==> src/rtl/rcs_pkg.sv <==
package rcs_pkg;
  localparam int N_EVT   = 8;
  localparam int BOR_BIT = 0;
  localparam int POR_BIT = 1;
  localparam int PD_BIT  = 2;
  localparam int TO_BIT  = 3;
  localparam int N_FLAG  = 4;

  typedef struct packed {
    logic to;
    logic pd;
    logic por;
    logic bor;
  } rcs_flags_t;

  // Index into the priority-ordered request vector is cause value minus one.
  typedef enum logic [3:0] {
    C_NONE      = 4'd0,
    C_PWR       = 4'd1,
    C_BROWN     = 4'd2,
    C_WDT_RST   = 4'd3,
    C_SLP_WAKE  = 4'd4,
    C_WDT_WAKE  = 4'd5,
    C_MCLR_RUN  = 4'd6,
    C_SLEEP     = 4'd7,
    C_CLRWDT    = 4'd8
  } cause_e;
endpackage

==> src/rtl/rcs_evt_arb.sv <==
module rcs_evt_arb
  import rcs_pkg::*;
#(
  parameter int N_SRC = N_EVT
) (
  input  logic [N_SRC-1:0] req_i,
  output cause_e           cause_o,
  output logic             any_o
);
  // Lowest index has the highest priority; it is assigned last.
  always_comb begin
    cause_o = C_NONE;
    for (int i = N_SRC - 1; i >= 0; i--) begin
      if (req_i[i]) cause_o = cause_e'(4'(i + 1));
    end
  end

  assign any_o = |req_i;
endmodule

==> src/rtl/rcs_flag_next.sv <==
module rcs_flag_next
  import rcs_pkg::*;
#(
  parameter logic BOR_UNDEF_VAL = 1'b0
) (
  input  cause_e     cause_i,
  input  logic       bor_en_i,
  input  rcs_flags_t cur_i,
  output rcs_flags_t nxt_o
);
  always_comb begin
    nxt_o = cur_i;
    unique case (cause_i)
      C_PWR: begin
        nxt_o.por = 1'b0;
        nxt_o.bor = bor_en_i ? 1'b1 : BOR_UNDEF_VAL;
        nxt_o.to  = 1'b1;
        nxt_o.pd  = 1'b1;
      end
      C_BROWN: begin
        nxt_o.bor = 1'b0;
        nxt_o.to  = 1'b1;
        nxt_o.pd  = 1'b1;
      end
      C_WDT_RST:  begin nxt_o.to = 1'b0; nxt_o.pd = 1'b1; end
      C_WDT_WAKE: begin nxt_o.to = 1'b0; nxt_o.pd = 1'b0; end
      C_SLP_WAKE: begin nxt_o.to = 1'b1; nxt_o.pd = 1'b0; end
      C_SLEEP:    begin nxt_o.to = 1'b1; nxt_o.pd = 1'b0; end
      C_CLRWDT:   begin nxt_o.to = 1'b1; nxt_o.pd = 1'b1; end
      default:    nxt_o = cur_i;
    endcase
  end
endmodule

==> src/rtl/rcs_reg_view.sv <==
module rcs_reg_view
  import rcs_pkg::*;
#(
  parameter int REG_W = 8
) (
  input  rcs_flags_t       flags_i,
  output logic [REG_W-1:0] word_o
);
  localparam int PAD_W = REG_W - N_FLAG;

  always_comb begin
    word_o          = '0;
    word_o[BOR_BIT] = flags_i.bor;
    word_o[POR_BIT] = flags_i.por;
    word_o[PD_BIT]  = flags_i.pd;
    word_o[TO_BIT]  = flags_i.to;
  end

  initial begin
    if (PAD_W < 0) $error("REG_W must hold all four flags");
  end
endmodule

==> src/rtl/rcs_status.sv <==
module rcs_status
  import rcs_pkg::*;
#(
  parameter int   REG_W         = 8,
  parameter logic BOR_UNDEF_VAL = 1'b0
) (
  input  logic             clk_i,
  input  logic             pwr_on_i,
  input  logic             brown_out_i,
  input  logic             wdt_rst_i,
  input  logic             wdt_wake_i,
  input  logic             mclr_run_i,
  input  logic             sleep_wake_i,
  input  logic             sleep_op_i,
  input  logic             clrwdt_op_i,
  input  logic             bor_en_i,
  input  logic             wr_en_i,
  input  logic [REG_W-1:0] wr_data_i,
  output logic [REG_W-1:0] status_o
);
  logic [N_EVT-1:0] req;
  cause_e           cause;
  logic             any_evt;
  rcs_flags_t       q, hw_nxt, d;
  logic             unused_wr_bits;

  // Priority order: index 0 wins.
  assign req = {clrwdt_op_i, sleep_op_i, mclr_run_i, wdt_wake_i,
                sleep_wake_i, wdt_rst_i, brown_out_i, pwr_on_i};

  rcs_evt_arb #(.N_SRC(N_EVT)) u_arb (
    .req_i   (req),
    .cause_o (cause),
    .any_o   (any_evt)
  );

  rcs_flag_next #(.BOR_UNDEF_VAL(BOR_UNDEF_VAL)) u_next (
    .cause_i  (cause),
    .bor_en_i (bor_en_i),
    .cur_i    (q),
    .nxt_o    (hw_nxt)
  );

  // Hardware events override firmware writes completely.
  always_comb begin
    d = q;
    if (any_evt) begin
      d = hw_nxt;
    end else if (wr_en_i) begin
      d.por = wr_data_i[POR_BIT];
      d.bor = wr_data_i[BOR_BIT];
    end
  end

  always_ff @(posedge clk_i) q <= d;

  rcs_reg_view #(.REG_W(REG_W)) u_view (
    .flags_i (q),
    .word_o  (status_o)
  );

  assign unused_wr_bits = ^{wr_data_i[REG_W-1:PD_BIT]};

  p_pwr_on_r1: assert property (@(posedge clk_i) disable iff (pwr_on_i)
    $past(pwr_on_i) |->
      (!q.por && q.to && q.pd && q.bor == ($past(bor_en_i) ? 1'b1 : BOR_UNDEF_VAL)));

  p_brown_r2: assert property (@(posedge clk_i) disable iff (pwr_on_i)
    $past(brown_out_i && !pwr_on_i) |->
      (!q.bor && q.to && q.pd && q.por == $past(q.por)));

  p_wdt_rst_r3: assert property (@(posedge clk_i) disable iff (pwr_on_i)
    $past(wdt_rst_i && !pwr_on_i && !brown_out_i) |-> (!q.to && q.pd));

  p_wdt_wake_r4: assert property (@(posedge clk_i) disable iff (pwr_on_i)
    $past(wdt_wake_i && !pwr_on_i && !brown_out_i && !wdt_rst_i && !sleep_wake_i)
      |-> (!q.to && !q.pd));

  p_fw_write_r9: assert property (@(posedge clk_i) disable iff (pwr_on_i)
    $past(wr_en_i && !any_evt && !pwr_on_i) |->
      (q.por == $past(wr_data_i[POR_BIT]) && q.bor == $past(wr_data_i[BOR_BIT])
       && q.to == $past(q.to) && q.pd == $past(q.pd)));

  p_hold_r11: assert property (@(posedge clk_i) disable iff (pwr_on_i)
    $past(!any_evt && !wr_en_i && !pwr_on_i) |-> $stable(status_o));
endmodule

==> config.mk <==
export PLATFORM = sky130hd
export DESIGN_NAME = rcs_status
export DESIGN_NICKNAME = d
export VERILOG_FILES = /design/src/rtl/rcs_pkg.sv /design/src/rtl/rcs_evt_arb.sv /design/src/rtl/rcs_flag_next.sv /design/src/rtl/rcs_reg_view.sv /design/src/rtl/rcs_status.sv
export SDC_FILE = /design/constraint.sdc
export NUM_CORES = 1
export LEC_CHECK = 0
export ABC_AREA = 1
export ABC_CLOCK_PERIOD_IN_PS = 900
export BUFFER_PORTS_ARGS = -buffer_cell sky130_fd_sc_hd__buf_2
export CORE_AREA = 2 2 39 41
export CTS_BUF_LIST = sky130_fd_sc_hd__clkbuf_8
export DETAILED_ROUTE_END_ITERATION = 10
export DIE_AREA = 0 0 41 43
export PLACE_DENSITY = 0.78
export SLEW_MARGIN = 20
export SYNTH_ARGS = -nofsm -noshare
export SYNTH_HDL_FRONTEND = slang
export SYNTH_SLANG_ARGS = --single-unit
==> constraint.sdc <==
create_clock -name clk_i -period 0.9 [get_ports clk_i]
set_input_delay 0 -clock clk_i [delete_from_list [all_inputs] [get_ports clk_i]]
set_output_delay 0 -clock clk_i [all_outputs]
set_load 0.005 [all_outputs]
# Yosys cells after proc, flatten, opt, wreduce, memory -nomap -nowiden
# Cells that the tools add are included.
[word_totals]
register_bits = 4
input_bits = 19
elab_cells = 35
[op_classes]
eq_ne = 9
mux = 14
n_reduce_logical = 8
[ops]
columns = ["cell", "count"]
rows = [
  ["4-bit two-way mux", 8],
  ["4-bit by 3-bit equality test with 1-bit output, second input constant", 3],
  ["4-bit by 2-bit equality test with 1-bit output, second input constant", 2],
  ["2-bit one-hot mux with 4 select lines", 1],
  ["8-bit OR reduction", 1],
  ["2-bit AND reduction", 3],
  ["4-bit by 1-bit equality test with 1-bit output, second input constant", 1],
  ["4-bit equality test, second input constant", 1],
  ["2-bit two-way mux", 2],
  ["4-bit nonzero test", 1],
  ["3-bit by 1-bit inequality test with 1-bit output, second input constant", 1],
  ["3-bit OR reduction", 1],
  ["1-bit two-way mux", 2],
  ["2-bit by 1-bit inequality test with 1-bit output, second input constant", 1],
  ["1-bit one-hot mux with 2 select lines", 1],
  ["2-bit nonzero test", 1],
  ["2-bit OR reduction", 1],
]

# Longest topological paths before layout
[logic_depth]
ltp_word = 12
ltp_mapped = 11
mapped_depth_nobuf = 11

# Cells and area by module
# A second synthesis with hierarchy kept.
[hier_totals]
hier_cells = 82
area_unflattened_um2 = 481.7
[by_module_without_submodules]
columns = ["module", "instances", "cells_each", "area_per_inst_um2", "seq_area_each_um2"]
rows = [
  ["rcs_status", 1, 12, 152.6, 120.1],
  ["rcs_flag_next", 1, 37, 148.9, 0.0],
  ["rcs_evt_arb", 1, 24, 116.4, 0.0],
  ["rcs_reg_view", 1, 9, 63.8, 0.0],
]

# Worst setup path after synthesis
# OpenSTA, ideal clock, no wires.
[synth_timing]
kind = "in2reg"
from = "input wdt_rst_i"
to = "register q[2] in the netlist's numbering, enable pin"
setup_time_ps = 297
t_arrival_ps = 633
required_ps = 603
slack_ps = -30
stages = 8
path_buffers = 0
path_cell_list = "nor2_4 -> nand2_4 -> inv_2 -> nand2_1 -> nand3b_1 -> nand2_1 -> inv_1 -> nand2_1"
[synth_between]
elab_chain_cells = 7
[synth_rtl]
columns = ["item", "line", "text"]
rows = [
  ["start, declared", "rcs_status.sv:10", "input logic wdt_rst_i,"],
  ["4-bit two-way mux (3 in a row)", "rcs_evt_arb.sv:14", "if (req_i[i]) cause_o = cause_e'(4'(i + 1));"],
  ["4-bit by 1-bit equality test with 1-bit output, or another cell as far along", "rcs_flag_next.sv:13", "unique case (cause_i)"],
  ["3-bit OR reduction (no source line) / 2-bit OR reduction (equally long branches)", "-", ""],
  ["4-bit nonzero test (no source line)", "-", ""],
  ["2-bit AND reduction (no source line) (*)", "-", ""],
  ["end signal, assigned", "rcs_status.sv:55", "always_ff @(posedge clk_i) q <= d;"],
  ["end, declared", "rcs_status.sv:24", "rcs_flags_t q, hw_nxt, d;"],
]
# Mark *: on every way between the ends. The rest lies on a longest branch, timed or not.
# A chain may end at the register's enable or synchronous reset.

# Worst setup path after layout
[layout_timing]
from = "input sleep_wake_i"
to = "register q[0] in the netlist's numbering, enable pin"
[layout_between]
elab_chain_cells = 7
[layout_rtl]
columns = ["item", "line", "text"]
rows = [
  ["start, declared", "rcs_status.sv:13", "input logic sleep_wake_i,"],
  ["4-bit two-way mux (4 in a row)", "rcs_evt_arb.sv:14", ""],
  ["4-bit by 1-bit equality test with 1-bit output / 4-bit by 2-bit equality test with 1-bit output (equally long branches)", "rcs_flag_next.sv:13", ""],
  ["3-bit by 1-bit inequality test with 1-bit output (no source line)", "-", ""],
  ["2-bit AND reduction (no source line) (*)", "-", ""],
]
# Marks and branches as above.

==> results.sh <==
export IMPL_netlist_area_um2=439
export IMPL_max_stage_delay_ns=0.20
export IMPL_holdPathEnd="q[0]"
export IMPL_fp_dieW_um=41
export IMPL_synth_edf_count=4
export IMPL_slew_violations=0
export IMPL_port_buffers=16
export IMPL_hp_start="wr_data_i[0]"
export IMPL_async_flop_share_pct=0
export IMPL_worstSetupStartpointType="primary input"
export IMPL_cts_sinks=4
export IMPL_post_route_period_util_pct=96.4
export IMPL_finalHoldViolCount=0
export IMPL_grt_overflow_total=0
export IMPL_netlist_top_cells_area="edfxtp_1 (27%), nand2_1 (10%), inv_1 (8.5%)"
export IMPL_htreeDepth=1
export IMPL_synthTopCellsByCount="nand2_1 (12), inv_1 (10)"
export IMPL_wl_per_cell_um=9.79
export IMPL_final_cell_area_um2=697
export IMPL_grt_max_degree=5
export IMPL_finalSetupViolations=0
export IMPL_synth_distinct_cells=17
export IMPL_drc_errors=0
export IMPL_antenna_left=0
export IMPL_vias_per_cell=4.41
export IMPL_numCtsBuffers=3
export IMPL_cpMaxStageDelayCell="a21oi_4"
export IMPL_top_regs="q x4"
export IMPL_outcome="completed"
export IMPL_track_usage_pct=13.6
export IMPL_synthesis_area_per_instance_um2=7.57
export IMPL_syn_to_final_growth_pct=58.7
export IMPL_crit_arrival_ns=0.79
export IMPL_fill_cells=151
export IMPL_largest_reg_flops=4
export IMPL_layout_nets=103
export IMPL_setup_tns_ns=0
export IMPL_cts_tree="yes"
export IMPL_hold_path_depth=3
export IMPL_dpl_hpwl_um=688
export IMPL_drt_iter0_drc=4
export IMPL_layout_setup_ws_ns=0.0321
export IMPL_critical_path_required_ns=0.83
export IMPL_vdd_drop_max_mv=0.632
export IMPL_ioPinCount=27
export IMPL_clkTransAtPathRegs_ns=0.03
export IMPL_yosysWarnings=0
export IMPL_cp_end_kind="flop"
export IMPL_max_freq_mhz=1150
export IMPL_rsz0062_at_grt="true"
export IMPL_path_max_fanout=4
export IMPL_synth_seq_cells=4
export IMPL_wl_um=959
export IMPL_dieArea_um2=1760
export IMPL_first_pass_iters=4
export IMPL_gp_congestion=0.781
export IMPL_synth_largest_area_cell="edfxtp_1"
export IMPL_seq_area_um2=120
export IMPL_dpl_worst_slack_ns=-0.241
export IMPL_power_density_nw_per_um2=1200
export IMPL_syn_inst=58
export IMPL_drive_gt1_share_pct=64.6
export IMPL_rows=14
export IMPL_cts_hold_buf=0
export IMPL_ys_seq_area_share_pct=27.4
export IMPL_post_synth_top_count_cell="nand2_1"
export IMPL_antenna_found_initial=0
export IMPL_diodes=0
export IMPL_first_global_vias=436
export IMPL_fp_dieH_um=43
export IMPL_num_vias=432
export IMPL_regMostFlops="q"
export IMPL_multiInputGateArea_um2=297
export IMPL_power_leakage_uw=0.000341
export IMPL_fin_crit_ns=0.868
export IMPL_fin_util_pct=50.4
export IMPL_cts_buffer_depth=2
export IMPL_place_area_um2=563
export IMPL_cp_cell_sequence="buf_2 -> nor2_4 -> nand2_2 -> a21oi_4 -> nand3_1 -> a21oi_2"
export IMPL_grt_first_pass_wirelength_um=1550
export IMPL_hold_path_class="in2reg"
export IMPL_root_buffer="clkbuf_8"
export IMPL_synth_flop_cell="edfxtp_1"
export IMPL_drv_cap=0
export IMPL_coreArea_um2=1380
export IMPL_critical_path_class="in2reg"
export IMPL_start_util_pct=31.7
export IMPL_synth_top_cell_area_share_pct=27.4
==> logic make-up (layout without fill, tap and decap cells) <==
kind of cell,count (synthesis),in the layout,synth area share (%)
buf+inv,18,39,18.8
other cells,1,4,0.854
compound gates,5,5,10.8
flops,4,4,27.4
simple gates,30,30,42.2
==> per-stage QoR <==
stage | hold WS (ns) | cells | total power, uW
5_1_grt | 0.0685 | 98 | 887
3_5_place_dp | 0.284 | 94 | 412
2_1_floorplan | 0.186 | 61 | 341
4_1_cts | 0.0556 | 97 | 808
3_3_place_gp | 0.284 | 94 | 405
6_report | 0.0587 | 98 | 835
==> routing by layer <==
layer,GRT usage [%],vias up,wire length [um]
met5,0,-,0
li1,-,216,-
met1,12.5,191,272
met3,3.14,4,72
met2,21.9,21,564
met4,14.0,0,50
==> layout by cell type (no fill, tap or decap), drive strengths merged <==
cell	count
a21oi	4
buf	22
clkbuf	3
conb	4
edfxtp	4
inv	14
nand2	16
nand3	5
nand3b	1
nor2	7
nor3	1
o21ai	1
==> layout make-up <==
type	instances	share of cell area, %
multi-input cells	39	42.5
repair buffers	22	22.4
inverters	14	8.98
well taps	16	2.87
flip-flops and latches	4	17.2
clock buffers	3	5.92
==> worst max path at each step <==
stage,startpoint,to,slack (ns),cells past startpoint
after global placement,sleep_wake_i,q[0],-0.22,6
after CTS,mclr_run_i,q[2],-0.005,10
after global routing,wdt_rst_i,q[3],-0.03,9
after detailed placement,mclr_run_i,q[3],-0.24,11
after floorplan,brown_out_i,q[2],-0.02,8
final,sleep_wake_i,q[0],0.03,6
==> what timing repair did <==
item,CTS,global route
gates resized for setup,3,23
setup endpoints to repair,2,7
pin swaps,8,14
setup buffers,0,1
==> worst max-delay path, delay by kind of cell <==
kind	cells	cell delay, ns
buffers and inverters	1	0.12
AND/OR/NAND/NOR	3	0.34
AO/OA/AOI/OAI	2	0.34
==> power by group <==
| part | internal [uW] | leakage (uW) | switching [uW] | total, uW |
|---|---|---|---|---|
| logic | 106 | 0.000281 | 121 | 227 |
| clock network | 285 | 0.0000216 | 92.5 | 377 |
| registers | 227 | 0.0000381 | 3.97 | 231 |
| total | 618 | 0.000341 | 217 | 835 |
Note: power is estimated with default switching activity, not from simulation.
